## src/rtl/sram_pkg.sv

```systemverilog
package sram_pkg;
  // Operation held in the input register stage
  typedef enum logic [1:0] {
    OP_IDLE  = 2'd0,
    OP_READ  = 2'd1,
    OP_WRITE = 2'd2
  } sram_op_e;
endpackage

```

## src/rtl/sram_in_stage.sv

```systemverilog
module sram_in_stage
  import sram_pkg::*;
#(
  parameter int AW = 6,
  parameter int L  = 4,
  parameter int LW = 9
) (
  input  logic              clk,
  input  logic              rst_n,
  input  logic              cs_n,
  input  logic [AW-1:0]     addr,
  input  logic [L*LW-1:0]   wdata,
  input  logic              gw_n,
  input  logic              bwe_n,
  input  logic [L-1:0]      bw_n,
  output sram_op_e          op_q,
  output logic [AW-1:0]     addr_q,
  output logic [L*LW-1:0]   wdata_q,
  output logic [L-1:0]      mask_q
);
  logic [L-1:0] lane_en;
  sram_op_e     op_d;
  logic         cap_en;

  // Two-level write gating per lane
  for (genvar g = 0; g < L; g++) begin : g_lane
    assign lane_en[g] = ~gw_n | (~bwe_n & ~bw_n[g]);
  end

  always_comb begin
    if (cs_n) begin
      op_d = OP_IDLE;
    end else if (!gw_n || !bwe_n) begin
      op_d = OP_WRITE;
    end else begin
      op_d = OP_READ;
    end
  end

  assign cap_en = ~cs_n;

  always_ff @(posedge clk or negedge rst_n) begin
    if (!rst_n) begin
      op_q <= OP_IDLE;
    end else begin
      op_q <= op_d;
    end
  end

  always_ff @(posedge clk) begin
    if (cap_en) begin
      addr_q  <= addr;
      wdata_q <= wdata;
      mask_q  <= lane_en;
    end
  end
endmodule

```

## src/rtl/sram_store.sv

```systemverilog
module sram_store
  import sram_pkg::*;
#(
  parameter int AW = 6,
  parameter int L  = 4,
  parameter int LW = 9
) (
  input  logic              clk,
  input  logic              rst_n,
  input  sram_op_e          op_q,
  input  logic [AW-1:0]     addr_q,
  input  logic [L*LW-1:0]   wdata_q,
  input  logic [L-1:0]      mask_q,
  output logic [L*LW-1:0]   rd_word
);
  localparam int DW    = L * LW;
  localparam int DEPTH = 1 << AW;

  logic [DW-1:0] mem [DEPTH];

  // One-entry posted write buffer
  logic          pend_vld;
  logic [AW-1:0] pend_addr;
  logic [DW-1:0] pend_data;
  logic [L-1:0]  pend_mask;

  logic          is_wr;
  logic          commit_en;
  logic          hit;
  logic [DW-1:0] arr_word;

  assign is_wr     = (op_q == OP_WRITE);
  assign commit_en = is_wr & pend_vld;
  assign hit       = pend_vld & (pend_addr == addr_q);
  assign arr_word  = mem[addr_q];

  // Buffered lanes override the array on an address match
  for (genvar g = 0; g < L; g++) begin : g_merge
    assign rd_word[g*LW +: LW] = (hit && pend_mask[g]) ? pend_data[g*LW +: LW]
                                                       : arr_word[g*LW +: LW];
  end

  always_ff @(posedge clk) begin
    if (commit_en) begin
      for (int i = 0; i < L; i++) begin
        if (pend_mask[i]) begin
          mem[pend_addr][i*LW +: LW] <= pend_data[i*LW +: LW];
        end
      end
    end
  end

  always_ff @(posedge clk or negedge rst_n) begin
    if (!rst_n) begin
      pend_vld <= 1'b0;
    end else if (is_wr) begin
      pend_vld <= 1'b1;
    end
  end

  always_ff @(posedge clk) begin
    if (is_wr) begin
      pend_addr <= addr_q;
      pend_data <= wdata_q;
      pend_mask <= mask_q;
    end
  end
endmodule

```

## src/rtl/sram_out_stage.sv

```systemverilog
module sram_out_stage
  import sram_pkg::*;
#(
  parameter int DW = 36
) (
  input  logic          clk,
  input  logic          rst_n,
  input  sram_op_e      op_q,
  input  logic [DW-1:0] rd_word,
  input  logic          oe_n,
  output logic [DW-1:0] rdata,
  output logic          rvalid
);
  logic          drv_q, drv_d;
  logic          idle_q, idle_d;
  logic          load_en;
  logic [DW-1:0] out_q;

  always_comb begin
    drv_d   = drv_q;
    idle_d  = 1'b0;
    load_en = 1'b0;
    unique case (op_q)
      OP_READ: begin
        drv_d   = 1'b1;
        load_en = 1'b1;
      end
      OP_WRITE: begin
        drv_d = 1'b0;
      end
      default: begin
        // Second consecutive idle stage releases the output
        idle_d = 1'b1;
        if (idle_q) begin
          drv_d = 1'b0;
        end
      end
    endcase
  end

  always_ff @(posedge clk or negedge rst_n) begin
    if (!rst_n) begin
      drv_q  <= 1'b0;
      idle_q <= 1'b1;
    end else begin
      drv_q  <= drv_d;
      idle_q <= idle_d;
    end
  end

  always_ff @(posedge clk) begin
    if (load_en) begin
      out_q <= rd_word;
    end
  end

  assign rvalid = drv_q & ~oe_n;
  assign rdata  = rvalid ? out_q : '0;
endmodule

```

## src/rtl/sync_sram_core.sv

```systemverilog
module sync_sram_core
  import sram_pkg::*;
#(
  parameter int AW = 6,
  parameter int L  = 4,
  parameter int LW = 9
) (
  input  logic              clk,
  input  logic              rst_n,
  input  logic              cs_n,
  input  logic [AW-1:0]     addr,
  input  logic [L*LW-1:0]   wdata,
  input  logic              gw_n,
  input  logic              bwe_n,
  input  logic [L-1:0]      bw_n,
  input  logic              oe_n,
  output logic [L*LW-1:0]   rdata,
  output logic              rvalid
);
  localparam int DW = L * LW;

  sram_op_e      op_q;
  logic [AW-1:0] addr_q;
  logic [DW-1:0] wdata_q;
  logic [L-1:0]  mask_q;
  logic [DW-1:0] rd_word;

  sram_in_stage #(.AW(AW), .L(L), .LW(LW)) u_in (
    .clk     (clk),
    .rst_n   (rst_n),
    .cs_n    (cs_n),
    .addr    (addr),
    .wdata   (wdata),
    .gw_n    (gw_n),
    .bwe_n   (bwe_n),
    .bw_n    (bw_n),
    .op_q    (op_q),
    .addr_q  (addr_q),
    .wdata_q (wdata_q),
    .mask_q  (mask_q)
  );

  sram_store #(.AW(AW), .L(L), .LW(LW)) u_store (
    .clk     (clk),
    .rst_n   (rst_n),
    .op_q    (op_q),
    .addr_q  (addr_q),
    .wdata_q (wdata_q),
    .mask_q  (mask_q),
    .rd_word (rd_word)
  );

  sram_out_stage #(.DW(DW)) u_out (
    .clk     (clk),
    .rst_n   (rst_n),
    .op_q    (op_q),
    .rd_word (rd_word),
    .oe_n    (oe_n),
    .rdata   (rdata),
    .rvalid  (rvalid)
  );
endmodule

```

## config.mk

```make
export PLATFORM = sky130hd
export DESIGN_NAME = sync_sram_core
export DESIGN_NICKNAME = d
export VERILOG_FILES = /design/src/rtl/sram_pkg.sv /design/src/rtl/sram_in_stage.sv /design/src/rtl/sram_store.sv /design/src/rtl/sram_out_stage.sv /design/src/rtl/sync_sram_core.sv
export SDC_FILE = /design/constraint.sdc
export NUM_CORES = 2
export LEC_CHECK = 0
export BUFFER_PORTS_ARGS = -buffer_cell sky130_fd_sc_hd__buf_2
export CAP_MARGIN = 15
export CORE_UTILIZATION = 40
export CTS_BUF_LIST = sky130_fd_sc_hd__clkbuf_4 sky130_fd_sc_hd__clkbuf_8 sky130_fd_sc_hd__clkbuf_16
export CTS_CLUSTER_SIZE = 28
export DETAILED_ROUTE_END_ITERATION = 16
export MAX_ROUTING_LAYER = met4
export PLACE_DENSITY = 0.65
export SETUP_SLACK_MARGIN = 0.2
export SYNTH_ARGS = -nofsm -noshare
export SYNTH_HDL_FRONTEND = slang
export SYNTH_SLANG_ARGS = --single-unit
```

## constraint.sdc

```tcl
create_clock -name clk -period 4.5 [get_ports clk]
set_input_delay 0.9 -clock clk [delete_from_list [all_inputs] [get_ports clk]]
set_output_delay 0.9 -clock clk [all_outputs]
set_load 0.1 [all_outputs]
```

==> impl_metrics.json <==
{
  "start_util_pct": 40.25,
  "fin_skew_ps": 38.37,
  "die_h_um": 486.0,
  "drive_above_1_share_pct": 22.38,
  "power.leakage_nw": 33.79,
  "routed_via_density": 5.774,
  "p_comb_share_pct": 7.4,
  "drtPass1Iterations": 11,
  "cts_buffers": 220,
  "clk_pin_slew_ps": 60,
  "hold_slack_ps": 205.4,
  "clock_path_buffers": 3,
  "hold_violations": 0,
  "vias": 47403,
  "grt_pass1_wl_um": 345600,
  "cts_root_buffer": "clkbuf_16",
  "clk_latency_ps": 880,
  "dpl.cell_count": 7769,
  "track_usage_pct": 21.13,
  "top_layer_used": "met4",
  "globalplace.congestion": 0.8718,
  "grt_max_degree": 88,
  "slew_viol_final": 0,
  "grt.overflow.total": 0,
  "critPathKind": "reg2reg",
  "setup_viol": 0,
  "die_area_mm2": 0.2362,
  "postRouteAntennaNets": 0,
  "critPathCaptureType": "register",
  "seq_power_share_pct": 53.0,
  "syn-mean-instance-area_um2": 20.30,
  "synth_edf_count": 2432,
  "synth_cells": 4616,
  "syn_area_mm2": 0.09369,
  "ys_seq_area_share_pct": 78.21,
  "worstPathMaxFanout": 39,
  "wl_met1_um": 96300,
  "io_buffers": 88,
  "power_mw": 48.60,
  "layout_commonest_cell": "edfxtp_1",
  "rsz0062_at_grt": "no",
  "avgRoutedWirePerCell_um": 29.78,
  "crit_arrival_ps": 4260,
  "min_path_type": "in2reg",
  "finalCritPeriodShare_pct": 81.43,
  "grt_pass1_vias": 46222,
  "hold_start": "wdata[1]",
  "postCtsSetupRepairBufs": 0,
  "cts_tree": "yes",
  "internal_power_mw": 37.75,
  "max-cap-violations": 0,
  "core_area_mm2": 0.2328,
  "ys_types": 53,
  "outcome": "finished, final reports clean",
  "finalSetupTns_ps": 0,
  "ir_drop_uv": 420.1,
  "grt_antenna_before_repair": 16,
  "syn_nets": 4670,
  "switching_share_pct": 22.31,
  "clkPwrFrac_pct": 39.6,
  "num_io_pins": 89,
  "cts.htree.levels": 4,
  "cts_num_sinks": 2443,
  "synth_seq_cells": 2443,
  "period_minus_slack_ps": 3664,
  "dp_hpwl_um": 153300,
  "rows": 177,
  "wl_met3_um": 22570,
  "async_flop_share_pct": 0.2047,
  "p_switching_mw": 10.84,
  "crit_required_ps": 5100,
  "slew_headroom_pct": 19.46,
  "routed_wl_um": 244500,
  "synth_warnings": 0,
  "startpoint_type": "register",
  "met2_length_um": 115700,
  "drc": 0,
  "layout_common_cells": "edfxtp_1 (2,432), mux4_2 (408), mux2i_1 (347), nor2_1 (262), clkbuf_16 (226)",
  "worst_pin_slew_ps": 1205,
  "fmax_ghz": 0.2729,
  "pwr_density_cell_mw_per_mm2": 456.7,
  "fin_nets": 4917,
  "drt-initial-drc-count": 6890,
  "die_w_um": 486.0,
  "synthToLayoutAreaGrowth_pct": 13.57,
  "synth_flop_cell": "edfxtp_1",
  "final_cell_count_no_fill": 8210
}
## registers in the layout, indices dropped and copies added (netlist names), named ones only
register / count
u_store.mem: 2304
u_out.out_q: 36
u_in.mask_q: 4
u_store.pend_data: 36
u_out.idle_q: 1
u_out.drv_q: 1
u_in.op_q: 2
u_in.addr_q: 6
u_store.pend_vld: 1
u_in.wdata_q: 36
u_store.pend_mask: 4
u_store.pend_addr: 6
## synthesized netlist by cell type (3+ instances only)
| cell type | count | area share [%] |
|---|---|---|
| o211ai_1 | 7 | 0.056 |
| a32o_1 | 15 | 0.16 |
| dfxtp_1 | 6 | 0.13 |
| buf_1 | 10 | 0.040 |
| and2_1 | 42 | 0.28 |
| o21ai_0 | 21 | 0.11 |
| a21oi_1 | 82 | 0.44 |
| nor2_1 | 269 | 1.1 |
| mux4_2 | 408 | 9.8 |
| nand2_1 | 141 | 0.56 |
| o2111ai_1 | 14 | 0.13 |
| nor2b_1 | 8 | 0.053 |
| edfxtp_1 | 2432 | 78 |
| buf_2 | 55 | 0.29 |
| buf_4 | 33 | 0.26 |
| nand2b_1 | 10 | 0.067 |
| and3_1 | 10 | 0.067 |
| a221oi_1 | 14 | 0.13 |
| a31oi_1 | 3 | 0.020 |
| a22oi_1 | 206 | 1.7 |
| mux2_2 | 24 | 0.29 |
| nor3_1 | 25 | 0.13 |
| and3b_1 | 3 | 0.028 |
| o22ai_1 | 31 | 0.21 |
| mux2i_1 | 347 | 3.7 |
| inv_1 | 5 | 0.020 |
| nand4_1 | 38 | 0.25 |
| xnor2_1 | 4 | 0.037 |
| clkbuf_1 | 177 | 0.71 |
| nor3b_1 | 6 | 0.048 |
| dfrtp_1 | 4 | 0.11 |
| o221ai_1 | 15 | 0.14 |
| nand3_1 | 111 | 0.59 |
| a221o_1 | 16 | 0.17 |
## power by group through the flow
| stage | clock network (mW) | registers [mW] | logic, mW |
|---|---|---|---|
| 2_1_floorplan | 0 | 26.4 | 2.01 |
| 3_3_place_gp | 0 | 26.2 | 3.49 |
| 3_5_place_dp | 0 | 26.3 | 3.56 |
| 4_1_cts | 19.4 | 25.8 | 3.57 |
| 5_1_grt | 20.3 | 25.8 | 3.77 |
| 6_report | 19.2 | 25.8 | 3.60 |
## metal layers
metal	up-vias	global-route usage [%]
met2	2510	32.11
met4	0	8.451
li1	19526	-
met5	-	-
met3	434	4.177
met1	24933	28.00
## cells by family after synthesis
kind of cell	after synthesis	synth area share (%)
DFF	2443	78.21
muxes	781	13.86
and+or+nand+nor	668	3.208
AOI/OAI and AO/OA	432	3.289
buffers and inverters	284	1.353
xor gates and xnor gates	6	0.05609
adders and majority gates	2	0.02670
## critical path, stage by stage (launching register included)
cell and delay [ps]:
dfxtp_4 1030, and2_2 450, buf_4 490, a22oi_1 220, nand3_1 260, nand4_1 230, nor3_1 490, nor3_1 130
## layout make-up
type	count	area, um2
antenna	24	60.06
clock buffer	282	6088
clock inverter	131	1371
fill	19233	126300
inverter	7	26.28
multi-input combinational	1889	19290
sequential	2443	73290
tap	3132	3919
timing repair buffer	302	2364
## through the flow
stage               utilization (%)  instance area (um2)  setup slack, ps
finish                        45.72               106400            835.8
CTS                           45.66               106300            810.4
floorplan                         -                93690            532.2
detailed placement            42.45                98810            887.1
global placement              42.43                98760            880.2
global route                  45.71               106400            790.9
## path summary, 6_finish.rpt
path,endpoint,slack (ps),cells after the start
setup / recovery,u_out.out_q[24]$_DFFE_PP_,840,7
hold / removal,u_in.wdata_q[1]$_DFFE_PN_,210,1
setup reg to reg,u_out.out_q[24]$_DFFE_PP_,840,7
hold reg to reg,u_store.pend_data[10]$_DFFE_PN_,400,0
max in group asynchronous,u_out.idle_q$_DFF_PN1_,3900,2
min in group asynchronous,u_in.op_q[0]$_DFF_PN0_,380,2
## what timing repair did
item,4_1_cts,5_1_grt
hold buffers,1,0
endpoints found under the hold margin,5,0
resized for setup,0,0
Power figures use the tool's default switching activity.
